===== src/rtl/sst_pkg.sv =====
package sst_pkg;
  localparam int unsigned DEF_SAMPLE_W    = 24;
  localparam int unsigned DEF_SHORT_W     = 16;
  localparam int unsigned DEF_SHORT_RATIO = 32;
  localparam int unsigned DEF_MIN_RATIO   = 48;

  // a frame length is acceptable when it is the short ratio or at least the minimum
  function automatic logic ratio_bad(input int unsigned r, input int unsigned short_r,
                                     input int unsigned min_r);
    return (r != short_r) && (r < min_r);
  endfunction
endpackage


===== src/rtl/sst_edge.sv =====
module sst_edge (
  input  logic clk,
  input  logic rst_n,
  input  logic fmt_i2s,
  input  logic bclk,
  input  logic lrclk,
  output logic bit_fall,
  output logic half_start,
  output logic left_start,
  output logic chan_left
);
  logic bclk_q;
  logic lr_last;

  always_ff @(posedge clk or negedge rst_n) begin
    if (!rst_n) begin
      bclk_q  <= 1'b0;
      lr_last <= 1'b0;
    end else begin
      bclk_q <= bclk;
      if (bit_fall) lr_last <= lrclk;
    end
  end

  assign bit_fall   = bclk_q & ~bclk;
  assign chan_left  = lrclk ^ fmt_i2s;          // high level = left unless I2S
  assign half_start = bit_fall & (lrclk ^ lr_last);
  assign left_start = half_start & chan_left;
endmodule


===== src/rtl/sst_rate.sv =====
module sst_rate #(
  parameter int unsigned CNT_W       = 8,
  parameter int unsigned SHORT_RATIO = sst_pkg::DEF_SHORT_RATIO,
  parameter int unsigned MIN_RATIO   = sst_pkg::DEF_MIN_RATIO
) (
  input  logic clk,
  input  logic rst_n,
  input  logic bit_fall,
  input  logic left_start,
  output logic short_mode,
  output logic ratio_err
);
  localparam logic [CNT_W-1:0] CNT_MAX = '1;

  logic             armed;
  logic             valid_q;
  logic [CNT_W-1:0] cnt;
  logic [CNT_W-1:0] ratio_q;
  logic             frame_done;
  logic [CNT_W-1:0] ratio_nx;
  logic             valid_nx;

  assign frame_done = left_start & armed;
  assign ratio_nx   = frame_done ? cnt : ratio_q;
  assign valid_nx   = valid_q | frame_done;
  assign short_mode = valid_nx && (ratio_nx == CNT_W'(SHORT_RATIO));

  always_ff @(posedge clk or negedge rst_n) begin
    if (!rst_n) begin
      armed     <= 1'b0;
      valid_q   <= 1'b0;
      cnt       <= '0;
      ratio_q   <= '0;
      ratio_err <= 1'b0;
    end else if (left_start) begin
      armed <= 1'b1;
      cnt   <= CNT_W'(1);
      if (armed) begin
        ratio_q   <= cnt;
        valid_q   <= 1'b1;
        ratio_err <= sst_pkg::ratio_bad(int'(cnt), SHORT_RATIO, MIN_RATIO);
      end
    end else if (bit_fall && cnt != CNT_MAX) begin
      cnt <= cnt + 1'b1;
    end
  end

  p_err_frame_only_r8: assert property (@(posedge clk) disable iff (!rst_n)
    !left_start |=> $stable(ratio_err));
endmodule


===== src/rtl/sst_hold.sv =====
module sst_hold #(
  parameter int unsigned W = sst_pkg::DEF_SAMPLE_W
) (
  input  logic         clk,
  input  logic         rst_n,
  input  logic         take,
  input  logic         s_valid,
  input  logic [W-1:0] s_left,
  input  logic [W-1:0] s_right,
  output logic         s_ready,
  output logic [W-1:0] now_l,
  output logic [W-1:0] now_r,
  output logic [W-1:0] old_r
);
  logic         pend_full;
  logic [W-1:0] pend_l, pend_r, cur_l, cur_r;
  logic         accept;

  assign s_ready = ~pend_full;
  assign accept  = s_valid & ~pend_full;
  assign now_l   = take ? (pend_full ? pend_l : '0) : cur_l;
  assign now_r   = take ? (pend_full ? pend_r : '0) : cur_r;
  assign old_r   = cur_r;

  always_ff @(posedge clk or negedge rst_n) begin
    if (!rst_n) begin
      pend_full <= 1'b0;
      pend_l    <= '0;
      pend_r    <= '0;
      cur_l     <= '0;
      cur_r     <= '0;
    end else begin
      if (take) begin
        cur_l <= now_l;
        cur_r <= now_r;
      end
      if (accept) begin
        pend_l    <= s_left;
        pend_r    <= s_right;
        pend_full <= 1'b1;
      end else if (take) begin
        pend_full <= 1'b0;
      end
    end
  end

  p_ready_drop_r6: assert property (@(posedge clk) disable iff (!rst_n)
    (s_valid && s_ready) |=> !s_ready);
  p_hold_pending_r7: assert property (@(posedge clk) disable iff (!rst_n)
    (pend_full && !take) |=> (pend_full && $stable(pend_l) && $stable(pend_r)));
endmodule


===== src/rtl/stereo_ser_tx.sv =====
module stereo_ser_tx #(
  parameter int unsigned SAMPLE_W    = sst_pkg::DEF_SAMPLE_W,
  parameter int unsigned SHORT_W     = sst_pkg::DEF_SHORT_W,
  parameter int unsigned SHORT_RATIO = sst_pkg::DEF_SHORT_RATIO,
  parameter int unsigned MIN_RATIO   = sst_pkg::DEF_MIN_RATIO,
  parameter int unsigned SLOT_W      = 6,
  parameter int unsigned CNT_W       = 8
) (
  input  logic                clk,
  input  logic                rst_n,
  input  logic                fmt_i2s,
  input  logic                bclk,
  input  logic                lrclk,
  input  logic                s_valid,
  input  logic [SAMPLE_W-1:0] s_left,
  input  logic [SAMPLE_W-1:0] s_right,
  output logic                s_ready,
  output logic                sdata,
  output logic                ratio_err
);
  localparam logic [SLOT_W-1:0] SLOT_MAX = '1;

  logic bit_fall, half_start, left_start, chan_left, short_mode;
  logic [SAMPLE_W-1:0] now_l, now_r, old_r, word, prev;
  logic [SLOT_W-1:0] slot_q, slot_nx;
  logic synced_q, next_bit;

  // bit carried by a slot: I2S slot 0 holds only the spilled 16th bit in short mode
  function automatic logic pick_bit(input logic [SAMPLE_W-1:0] w, input logic [SAMPLE_W-1:0] p,
                                    input logic [SLOT_W-1:0] s, input logic i2s, input logic sh);
    int unsigned pos;
    int unsigned nb;
    if (i2s && s == '0) return sh ? p[SAMPLE_W-SHORT_W] : 1'b0;
    pos = int'(s) - (i2s ? 1 : 0);
    nb  = sh ? SHORT_W : SAMPLE_W;
    if (pos < nb) return w[SAMPLE_W-1-pos];
    return 1'b0;
  endfunction

  sst_edge u_edge (
    .clk(clk), .rst_n(rst_n), .fmt_i2s(fmt_i2s), .bclk(bclk), .lrclk(lrclk),
    .bit_fall(bit_fall), .half_start(half_start), .left_start(left_start), .chan_left(chan_left)
  );

  sst_rate #(.CNT_W(CNT_W), .SHORT_RATIO(SHORT_RATIO), .MIN_RATIO(MIN_RATIO)) u_rate (
    .clk(clk), .rst_n(rst_n), .bit_fall(bit_fall), .left_start(left_start),
    .short_mode(short_mode), .ratio_err(ratio_err)
  );

  sst_hold #(.W(SAMPLE_W)) u_hold (
    .clk(clk), .rst_n(rst_n), .take(left_start), .s_valid(s_valid),
    .s_left(s_left), .s_right(s_right), .s_ready(s_ready),
    .now_l(now_l), .now_r(now_r), .old_r(old_r)
  );

  assign slot_nx  = half_start ? '0 : ((slot_q == SLOT_MAX) ? slot_q : slot_q + 1'b1);
  assign word     = chan_left ? now_l : now_r;
  assign prev     = chan_left ? old_r : now_l;
  assign next_bit = pick_bit(word, prev, slot_nx, fmt_i2s, short_mode);

  always_ff @(posedge clk or negedge rst_n) begin
    if (!rst_n) begin
      slot_q   <= '0;
      synced_q <= 1'b0;
      sdata    <= 1'b0;
    end else if (bit_fall) begin
      slot_q <= slot_nx;
      sdata  <= (synced_q | left_start) & next_bit;
      if (left_start) synced_q <= 1'b1;
    end
  end

  p_sdata_on_fall_r2: assert property (@(posedge clk) disable iff (!rst_n)
    !bit_fall |=> $stable(sdata));
  p_quiet_before_sync_r9: assert property (@(posedge clk) disable iff (!rst_n)
    (!synced_q && !left_start) |=> !sdata);
endmodule


===== config.mk =====
export PLATFORM = sky130hd
export DESIGN_NAME = stereo_ser_tx
export DESIGN_NICKNAME = d
export VERILOG_FILES = /design/src/rtl/sst_pkg.sv /design/src/rtl/sst_edge.sv /design/src/rtl/sst_rate.sv /design/src/rtl/sst_hold.sv /design/src/rtl/stereo_ser_tx.sv
export SDC_FILE = /design/constraint.sdc
export NUM_CORES = 1
export LEC_CHECK = 0
export BUFFER_PORTS_ARGS = -buffer_cell sky130_fd_sc_hd__buf_2
export CORE_UTILIZATION = 45
export CTS_BUF_LIST = sky130_fd_sc_hd__clkbuf_4
export DETAILED_ROUTE_END_ITERATION = 8
export GPL_ROUTABILITY_DRIVEN = 1
export PLACE_DENSITY = 0.77
export SYNTH_ARGS = -nofsm -noshare
export SYNTH_HDL_FRONTEND = slang
export SYNTH_SLANG_ARGS = --single-unit
export TNS_END_PERCENT = 30

===== constraint.sdc =====
create_clock -name clk -period 3 [get_ports clk]
set_input_delay 0.3 -clock clk [delete_from_list [all_inputs] [get_ports clk]]
set_output_delay 0.3 -clock clk [all_outputs]
set_load 0.1 [all_outputs]

==> results.yml, run 1 <==
global_routing:
  antenna_found_initial: 0
  grt_util_met1: 0.2649
  grt_pass1_vias: 4900
  grt_pass1_wl_um: 23580
  met2_usage: 0.3506
  track_usage: 0.2148
  busiest_layer: "met2"
  grt-ovfl-total: 0
  grt_max_degree: 127
  met3_usage: 0.06008
synth:
  synth_fp_nets: 635
  synth-main-ff-cell: "dfrtp_1"
  syn_area_sq_um: 6000
  synth-async-reset-ratio: 1.000
  ys_warn_count: 0
  syn_avg_cell_area_sq_um: 10.42
  synth_seq_cells: 126
  synth.distinct_cells: 63
  yosysSeqAreaShare: 0.5255
  syn_inst: 576
  synth_edf_count: 0
power:
  p_leak_uw: 0.003442
  p_clk_frac: 0.221
  p_seq_frac: 0.453
  p_sw_frac: 0.3475
  share_comb_of_total_power: 0.326
  power.switching_uw: 2067
  power_uw: 5947
  p_int_uw: 3881
  p_per_area_nw_per_um2: 787.5
  vdd.ir_drop.worst_mv: 0.5849
clocking:
  h-tree-depth: 4
  root_buffer: "clkbuf_4"
  cts_buffer_depth: 2
  worstSkewPairLatency_ns: 0.55
  clock_sinks: 126
  cts_tree: "done"
  clk_pin_slew_ns: 0.12
  numCtsBuffers: 17
worst_setup_path:
  worstPathRequired_ns: 3.44
  critPathMaxFanout: 5
  max_stage_delay_ns: 0.59
  slowest_stage: "or4_1"
  cp_cell_sequence: "ha_2, and2_4, buf_4, a31oi_2, nand3_2, ha_4, nor2_2, o21a_1, a21oi_2, o21ai_0, or4_1, a21oi_2, o31ai_2"
  cp.arrival_ns: 3.38
  cp-start-kind: "flip-flop"
  worst-setup-path-type: "reg -> reg"
  worst_setup_path_end_kind: "flip-flop"
  crit_top_cell: "a21oi_2"
place:
  io_buffers: 56
  place_ws_ns: -0.07742
  dp.final_hpwl_um: 9144
  gp_congestion: 0.9390
timing:
  period_minus_slack_ns: 2.938
  fin_setup_tns_ns: 0
  holdWs_ns: 0.2396
  fmax_mhz: 340.4
  period_share: 0.9792
  hold_viol_final: 0
  drv_slew: 0
  setup_viol: 0
  tightest_slew_ns: 0.7136
  fin_ws_ns: 0.06226
  fin_worst_skew_ns: 0.02413
  max_slew_margin: 0.5233
routing:
  drc: 0
  routed_wl_um: 14000
  num_vias: 4777
  drt_iter0_drc: 274
  avgRoutedWirePerCell_um: 15.92
  firstDrtPassIters: 5
  ant_nets: 0
  via_per_inst: 5.435
floorplanning:
  die_w_um: 117.5
  die_y_um: 117.5
  core_area_sq_um: 12820
  pin_count: 57
  die_area_sq_um: 13800
  start_util: 0.4678
  rows: 41
layout:
  final_common_cell: "dfrtp_1"
  n_antenna_cell: 0
  nets: 753
  syn_to_final_growth_pct: 25.88
  final_cell_mix: "dfrtp_1, nand2_1, mux2_2, buf_2, dlygate4sd3_1"
  drive_above_1_share: 0.2914
  nFillCells: 1062
  multi_input_area_sq_um: 2759
  regArea_sq_um: 3153
  final_core_util: 0.5889
hold_path:
  min_path_type: "in -> reg"
run:
  drv_cap: 0
run_status:
  status: "finished clean"
[cell families after synthesis]
| kind of cell | after synthesis | synth area share |
|---|---|---|
| AND/OR/NAND/NOR | 223 | 0.1702 |
| adder cells (fa/ha/maj) | 5 | 0.01043 |
| XOR/XNOR | 12 | 0.01752 |
| AO/OA/AOI/OAI | 101 | 0.1220 |
| flip-flops | 126 | 0.5255 |
| buffers and inverters | 47 | 0.03316 |
| multiplexers | 62 | 0.1212 |
[routing by layer]
metal	part of all wire	up-vias
met5	0	-
met2	0.49	138
met1	0.44	2336
met4	0.023	0
li1	-	2274
met3	0.044	29
[power groups by stage]
| stage | sequential, uW | clock (uW) | combinational [uW] |
|---|---|---|---|
| after floorplan | 2680 | 0 | 1220 |
| after global placement | 2690 | 0 | 1680 |
| after detailed placement | 2720 | 0 | 1750 |
| after CTS | 2690 | 1340 | 1830 |
| after global routing | 2760 | 1430 | 2120 |
| final | 2690 | 1310 | 1940 |
[through the flow]
stage | std cells | instance area, sq um
2_1_floorplan | 576 | 6007
3_3_place_gp | 796 | 6630
3_5_place_dp | 796 | 6630
4_1_cts | 879 | 7482
5_1_grt | 879 | 7552
6_report | 879 | 7552
[state kept, by name, summed over array words and instances, names as in the netlist]
signal / flops
u_edge.lr_last: 1
u_hold.pend_full: 1
synced_q: 1
u_rate.cnt: 8
u_rate.ratio_err: 1
u_hold.cur_l: 24
u_rate.armed: 1
u_rate.valid_q: 1
u_rate.ratio_q: 8
u_hold.pend_r: 24
u_hold.pend_l: 24
slot_q: 6
u_hold.old_r: 24
sdata: 1
u_edge.bclk_q: 1
[cell usage after synthesis (all sizes together), types with 4 or more instances]
| cell | number | area, sq um |
|---|---|---|
| buf | 17 | 86.33 |
| nor2 | 26 | 97.59 |
| xnor2 | 5 | 43.79 |
| nor2b | 5 | 31.28 |
| ha | 5 | 62.56 |
| nand2b | 6 | 37.54 |
| o211ai | 5 | 37.54 |
| nand2 | 111 | 419.2 |
| xor2 | 7 | 61.31 |
| a311oi | 4 | 35.03 |
| clkbuf | 20 | 75.07 |
| inv | 10 | 37.54 |
| nand3 | 45 | 225.2 |
| a21oi | 13 | 68.82 |
| a31oi | 12 | 75.07 |
| a22o | 8 | 97.59 |
| nor3 | 5 | 25.02 |
| mux2 | 55 | 619.3 |
| and3 | 5 | 31.28 |
| dfrtp | 126 | 3153 |
| o21ai | 28 | 140.1 |
| mux2i | 4 | 40.04 |
[critical path, delay by kind of cell (launching register included)]
family          cells  cell delay [ns]
flops               1             0.41
compound gates      6             0.81
buf+inv             1             0.14
simple gates        4             0.94
fa+ha+maj           2             0.53
[final cells by class]
class,instances,share of cell area
sequential,126,0.4175
multi-input combinational,403,0.3653
timing repair buffer,136,0.1405
tap,172,0.02850
clock inverter,14,0.02535
clock buffer,18,0.01789
inverter,10,0.004970
[worst paths after layout]
check	cells after the start	to	startpoint	slack, ns
worst min register to register	1	synced_q$_DFFE_PN0P_	synced_q$_DFFE_PN0P_	0.47
worst max register to register	13	sdata$_DFFE_PN0P_	slot_q[0]$_DFFE_PN0P_	0.06
max in group asynchronous	3	slot_q[4]$_DFFE_PN0P_	rst_n	2.13
min in group asynchronous	3	u_hold.cur_l[16]$_DFFE_PN0N_	rst_n	0.40
worst min-delay path	2	u_hold.cur_l[8]$_DFFE_PN0N_	fmt_i2s	0.24
worst max-delay path	13	sdata$_DFFE_PN0P_	slot_q[0]$_DFFE_PN0P_	0.06
[what timing repair did]
action                                  in CTS  in global routing
resized for setup                            3                 15
endpoints found under the hold margin      176                  0
buffers inserted                             0                  0
endpoints found under the setup margin       1                  1
hold buffers                                51                  0
pin swaps                                    0                  6
No activity file was read; power rests on OpenSTA's default activity.
==> run 2: changes to the inputs <==
--- a/config.mk
+++ b/config.mk
@@ -5,12 +5,12 @@
 export SDC_FILE = /design/constraint.sdc
 export NUM_CORES = 1
 export LEC_CHECK = 0
-export BUFFER_PORTS_ARGS = -buffer_cell sky130_fd_sc_hd__buf_2
 export CORE_UTILIZATION = 45
 export CTS_BUF_LIST = sky130_fd_sc_hd__clkbuf_4
 export DETAILED_ROUTE_END_ITERATION = 8
+export DONT_BUFFER_PORTS = 1
 export GPL_ROUTABILITY_DRIVEN = 1
-export PLACE_DENSITY = 0.77
+export PLACE_DENSITY = 0.73
 export SYNTH_ARGS = -nofsm -noshare
 export SYNTH_HDL_FRONTEND = slang
 export SYNTH_SLANG_ARGS = --single-unit
==> run 2 against run 1 <==
Against the previous run:
- the run now ends with hold timing left
- register-to-register slack improved by 0.09 ns
- combinational power fell by 6%
- maximum frequency grew 3.1%
- critical path depth unchanged
- sequential power grew 1%
- sequential share of layout area grew 1.8 points
- non-clock buffer count shrank 51
- critical path type unchanged
- cell area shrank 4.1%
- utilization shrank 2.4 points
- total power fell by 4.0%
- largest cell class unchanged
- clock skew is 0.0063 ns lower
==> results.yml, run 2 (synthesis gave the netlist of run 1 again) <==
power:
  p_per_area_nw_per_um2: 788.2
  p_leak_uw: 0.003195
  vdd.ir_drop.worst_mv: 0.5327
clocking:
  numCtsBuffers: 17
  h-tree-depth: 4
  post_cts_buffers: 0
  clk_pin_slew_ns: 0.12
  clock_sinks: 126
  root_buffer: "clkbuf_4"
  cts_tree: "done"
  worstSkewPairLatency_ns: 0.53
  cts_buffer_depth: 2
  cts_hold_buf: 52
routing:
  ant_nets: 0
  via_per_inst: 5.523
  num_vias: 4573
  drc: 0
  routed_wl_um: 13830
  firstDrtPassIters: 4
  avgRoutedWirePerCell_um: 16.71
  drt_iter0_drc: 265
timing:
  fmax_mhz: 350.9
  hold_viol_final: 126
  fin_ws_ns: 0.1498
  period_minus_slack_ns: 2.850
  max_slew_margin: 0.3966
  fin_setup_tns_ns: 0
  drv_slew: 0
  fin_worst_skew_ns: 0.01785
  period_share: 0.9501
  holdWs_ns: -0.5458
  tightest_slew_ns: 0.9051
  setup_viol: 0
layout:
  n_antenna_cell: 0
  multi_input_area_sq_um: 2754
  drive_above_1_share: 0.2302
  regArea_sq_um: 3153
  nets: 702
  final_common_cell: "dfrtp_1"
  nFillCells: 1092
  final_cell_mix: "dfrtp_1, nand2_1, mux2_2"
  syn_to_final_growth_pct: 20.67
global_routing:
  met3_usage: 0.04797
  track_usage: 0.2139
  grt_pass1_wl_um: 23160
  antenna_found_initial: 0
  grt_util_met1: 0.2790
  busiest_layer: "met2"
  grt_pass1_vias: 4598
  grt-ovfl-total: 0
  grt_max_degree: 127
  met2_usage: 0.3421
floorplanning:
  start_util: 0.4678
  die_y_um: 117.5
  core_area_sq_um: 12820
  rows: 41
  pin_count: 57
  die_area_sq_um: 13800
  die_w_um: 117.5
worst_setup_path:
  reg2reg_from: "slot_q[0]$_DFFE_PN0P_"
  r2r_end: "sdata$_DFFE_PN0P_"
  max_stage_delay_ns: 0.53
  path_delay_family: "simple AND/OR/NAND/NOR gates"
  crit_top_cell: "ha_4"
  r2r_slack_ns: 0.15
  worst_setup_path_end_kind: "flip-flop"
  worst-setup-path-type: "reg -> reg"
  cp-start-kind: "flip-flop"
  cp_cell_sequence: "ha_2, and2_4, nand2_2, xor2_1, nand2_1, ha_4, ha_4, nor2_2, o21a_1, a32o_1, or4_4, a21oi_2, o31ai_1"
  reg2reg_depth: 13
  critPathMaxFanout: 5
  worstPathRequired_ns: 3.40
  cp.arrival_ns: 3.25
  cp_num_buf_inv: 0
  slowest_stage: "or4_4"
place:
  dp.final_hpwl_um: 9362
  gp_congestion: 0.8453
  io_buffers: 0
  place_ws_ns: -0.05414
run_status:
  status: "complete, but fails checks"
  violations: "hold timing"
hold_path:
  min_path_type: "in -> async"
run:
  drv_cap: 0
[run 2: changes by cell type in the layout (fill, tap and decap cells not counted), sizes merged]
cell and change:
dlygate4sd3 +1, clkinvlp +4, buf -52, clkbuf -1
clkinv -1, bufinv -2
[run 2: what timing repair did]
| item | 4_1_cts | 5_1_grt |
|---|---|---|
| pin swaps | 0 | 6 |
| hold endpoints to repair | 178 | 126 |
| resized for setup | 3 | 13 |
| endpoints found under the setup margin | 1 | 1 |
[run 2: worst max path at each step]
stage / cells after the start / start / end / slack, ns
2_1_floorplan: 14 / slot_q[0]$_DFFE_PN0P_ / sdata$_DFFE_PN0P_ / 0.006
3_3_place_gp: 14 / slot_q[0]$_DFFE_PN0P_ / sdata$_DFFE_PN0P_ / -0.01
3_5_place_dp: 14 / slot_q[0]$_DFFE_PN0P_ / sdata$_DFFE_PN0P_ / -0.05
4_1_cts: 13 / slot_q[0]$_DFFE_PN0P_ / sdata$_DFFE_PN0P_ / 0.02
5_1_grt: 14 / slot_q[0]$_DFFE_PN0P_ / sdata$_DFFE_PN0P_ / -0.02
6_report: 13 / slot_q[0]$_DFFE_PN0P_ / sdata$_DFFE_PN0P_ / 0.15
[run 2: metal layers]
| metal | up-vias | share of wire |
|---|---|---|
| li1 | 2171 | - |
| met1 | 2261 | 0.44 |
| met2 | 113 | 0.48 |
| met3 | 28 | 0.050 |
| met4 | 0 | 0.026 |
| met5 | - | 0 |
[run 2: cell type report]
type	instances	share of cell area
Tap cell	172	0.02973
Multi-Input combinational cell	403	0.3804
Clock inverter	15	0.02022
Inverter	10	0.005185
Sequential cell	126	0.4355
Clock buffer	17	0.01763
Timing Repair Buffer	85	0.1113
[run 2: worst register-to-register path: stages, from the launching register on]
cell,delay [ns]
dfrtp_1,0.41
ha_2,0.19
and2_4,0.16
nand2_2,0.07
xor2_1,0.14
nand2_1,0.12
ha_4,0.21
ha_4,0.30
nor2_2,0.06
o21a_1,0.12
a32o_1,0.21
or4_4,0.53
a21oi_2,0.12
o31ai_1,0.07
[run 2: per-stage QoR]
step	util	power, uW	instances	cell area (sq um)
after floorplan	-	3902	576	6007
after global placement	0.4963	4356	744	6365
after detailed placement	0.4963	4427	744	6365
after CTS	0.5599	5645	828	7181
after global routing	0.5645	6085	828	7239
final	0.5645	5706	828	7239
[run 2: power by group]
part,leakage [uW],total [uW],internal [uW],switching (uW)
Combinational,0.00151,1830,905,922
Clock,0.000135,1150,487,664
Sequential,0.00155,2730,2300,425
Total,0.00320,5710,3700,2010
==> run 3: changes to the inputs <==
--- a/config.mk
+++ b/config.mk
@@ -6,11 +6,11 @@
 export NUM_CORES = 1
 export LEC_CHECK = 0
 export CORE_UTILIZATION = 45
-export CTS_BUF_LIST = sky130_fd_sc_hd__clkbuf_4
 export DETAILED_ROUTE_END_ITERATION = 8
 export DONT_BUFFER_PORTS = 1
 export GPL_ROUTABILITY_DRIVEN = 1
 export PLACE_DENSITY = 0.73
+export REMOVE_ABC_BUFFERS = 1
 export SYNTH_ARGS = -nofsm -noshare
 export SYNTH_HDL_FRONTEND = slang
 export SYNTH_SLANG_ARGS = --single-unit
==> run 3 against run 2 <==
Against the previous run:
- the flow still finishes with violations (hold timing)
- first-iteration DRC count increased by 3.8%
- critical endpoint unchanged
- sequential power about the same
- maximum frequency about the same
- total power increased by 15%
- global-route usage decreased by 1.0 points
- count of clock-buffer cells in the layout unchanged
- cell count decreased by 6.2%
- non-clock buffer count decreased by 51
- register-to-register slack about the same
==> results.yml, run 3 (synthesis gave the netlist of run 1 again) <==
clocking:
  clk_pin_slew_ns: 0.06
  clock_sinks: 126
  cts_hold_buf: 3
  root_buffer: "clkbuf_16"
  cts_tree: "done"
  cts_buffer_depth: 2
  numCtsBuffers: 17
  h-tree-depth: 4
  worstSkewPairLatency_ns: 0.42
routing:
  via_per_inst: 5.668
  dr_wl_met3_um: 645
  drc: 0
  firstDrtPassIters: 6
  met1_length_um: 5876
  avgRoutedWirePerCell_um: 17.08
  drt_iter0_drc: 275
  routed-wl-met2_um: 6373
  highest_layer: "met4"
  routed_wl_um: 13270
  num_vias: 4404
  ant_nets: 0
place:
  postPlaceCellArea_sq_um: 6335
  dp.final_hpwl_um: 8849
  gp_congestion: 0.8723
  io_buffers: 0
  placedCellCount: 739
timing:
  hold_viol_final: 126
  period_share: 0.9500
  period_minus_slack_ns: 2.850
  rsz0062_at_grt: "false"
  drv_slew: 0
  tightest_slew_ns: 0.8951
  fin_worst_skew_ns: 0.005760
  holdWs_ns: -0.4223
  max_slew_margin: 0.4033
  fmax_mhz: 350.9
  setup_viol: 0
power:
  p_leak_uw: 0.003130
  p_per_area_nw_per_um2: 930.2
  vdd.ir_drop.worst_mv: 0.6738
  power_uw: 6563
hold_path:
  min_path_type: "in -> async"
layout:
  n_antenna_cell: 0
  final_common_cell: "dfrtp_1"
  final_cell_mix: "dfrtp_1, nand2_1, mux2_2"
  final_cell_count_no_fill: 777
  nets: 651
  design_area_sq_um: 7056
  syn_to_final_growth_pct: 17.60
  nFillCells: 1078
  drive_above_1_share: 0.2512
worst_setup_path:
  worst_setup_path_end_kind: "flip-flop"
  critPathMaxFanout: 5
  worstPathRequired_ns: 3.30
  worst-setup-path-type: "reg -> reg"
  cp-start-kind: "flip-flop"
  cp.arrival_ns: 3.15
global_routing:
  track_usage: 0.2035
  grt_pass1_wl_um: 22230
  grt-ovfl-total: 0
  grt_pass1_vias: 4395
  grt_max_degree: 127
  antenna_found_initial: 0
floorplanning:
  pin_count: 57
  die_y_um: 117.5
  rows: 41
  die_w_um: 117.5
  start_util: 0.4678
  core_area_sq_um: 12820
  die_area_sq_um: 13800
run:
  drv_cap: 0
run_status:
  violations: "hold timing"
  status: "complete, but fails checks"
run 3: changes by cell type in the layout (fill, tap and decap cells not counted), sizes merged:
cell         change
buf              -2
clkinvlp         -2
dlygate4sd3     -49
inv              +3
clkinv           -1
run 3: final timing paths:
check | start | endpoint | slack, ns | depth (start not counted)
setup / recovery | slot_q[0]$_DFFE_PN0P_ | sdata$_DFFE_PN0P_ | 0.15 | 13
hold / removal | rst_n | u_hold.pend_r[11]$_DFFE_PN0P_ | -0.42 | 0
setup reg to reg | slot_q[0]$_DFFE_PN0P_ | sdata$_DFFE_PN0P_ | 0.15 | 13
hold reg to reg | u_hold.old_r[19]$_DFFE_PN0N_ | u_hold.old_r[19]$_DFFE_PN0N_ | 0.46 | 2
max in group asynchronous | rst_n | u_rate.valid_q$_DFFE_PN0P_ | 3.25 | 0
min in group clk | s_left[20] | u_hold.pend_l[20]$_DFFE_PN0P_ | 0.02 | 1
run 3: critical path: stages, from the launching register on:
cell and delay [ns]:
dfrtp_1 0.38, ha_2 0.19, and2_4 0.15, nand2_2 0.07, xor2_1 0.14, nand2_1 0.12
ha_4 0.19, ha_4 0.29, nor2_1 0.07, o21a_1 0.14, a32o_1 0.23, or4_4 0.51
a21oi_2 0.17, o31ai_2 0.07
run 3: stage by stage:
stage | setup slack (ns) | setup TNS (ns) | util
finish | 0.1501 | 0 | 0.5501
global route | 0.01929 | 0 | 0.5501
CTS | 0.03806 | 0 | 0.5436
detailed placement | -0.05650 | -0.05650 | 0.4940
global placement | 0.05331 | 0 | 0.4940
floorplan | -0.8149 | -28.25 | -
run 3: final cells by class:
class,count,area [sq um],share of cell area
sequential,126,3153,0.4469
multi-input combinational,403,2761,0.3914
clock buffer,17,425.4,0.06029
timing repair buffer,34,300.3,0.04256
tap,172,215.2,0.03050
clock inverter,15,162.7,0.02305
inverter,10,37.54,0.005320
run 3: report_power, final:
| group | internal (uW) | leakage, uW | total, uW | switching (uW) |
|---|---|---|---|---|
| combinational | 874 | 0.00130 | 1780 | 901 |
| sequential | 2310 | 0.00155 | 2760 | 449 |
| clock | 1230 | 0.000281 | 2020 | 793 |
| total | 4420 | 0.00313 | 6560 | 2140 |
run 3: timing repair:
item | CTS | global route
endpoints found under the hold margin | 129 | 126
resized for setup | 3 | 17
buffers inserted | 0 | 3
pin swaps | 0 | 6
setup endpoints to repair | 1 | 1
run 3: layer usage:
layer  global-route usage  vias to the layer above
met2               0.3195                      118
met3              0.04748                       26
li1                     -                     2069
met4              0.09936                        0
met5                    0                        -
met1               0.2654                     2191
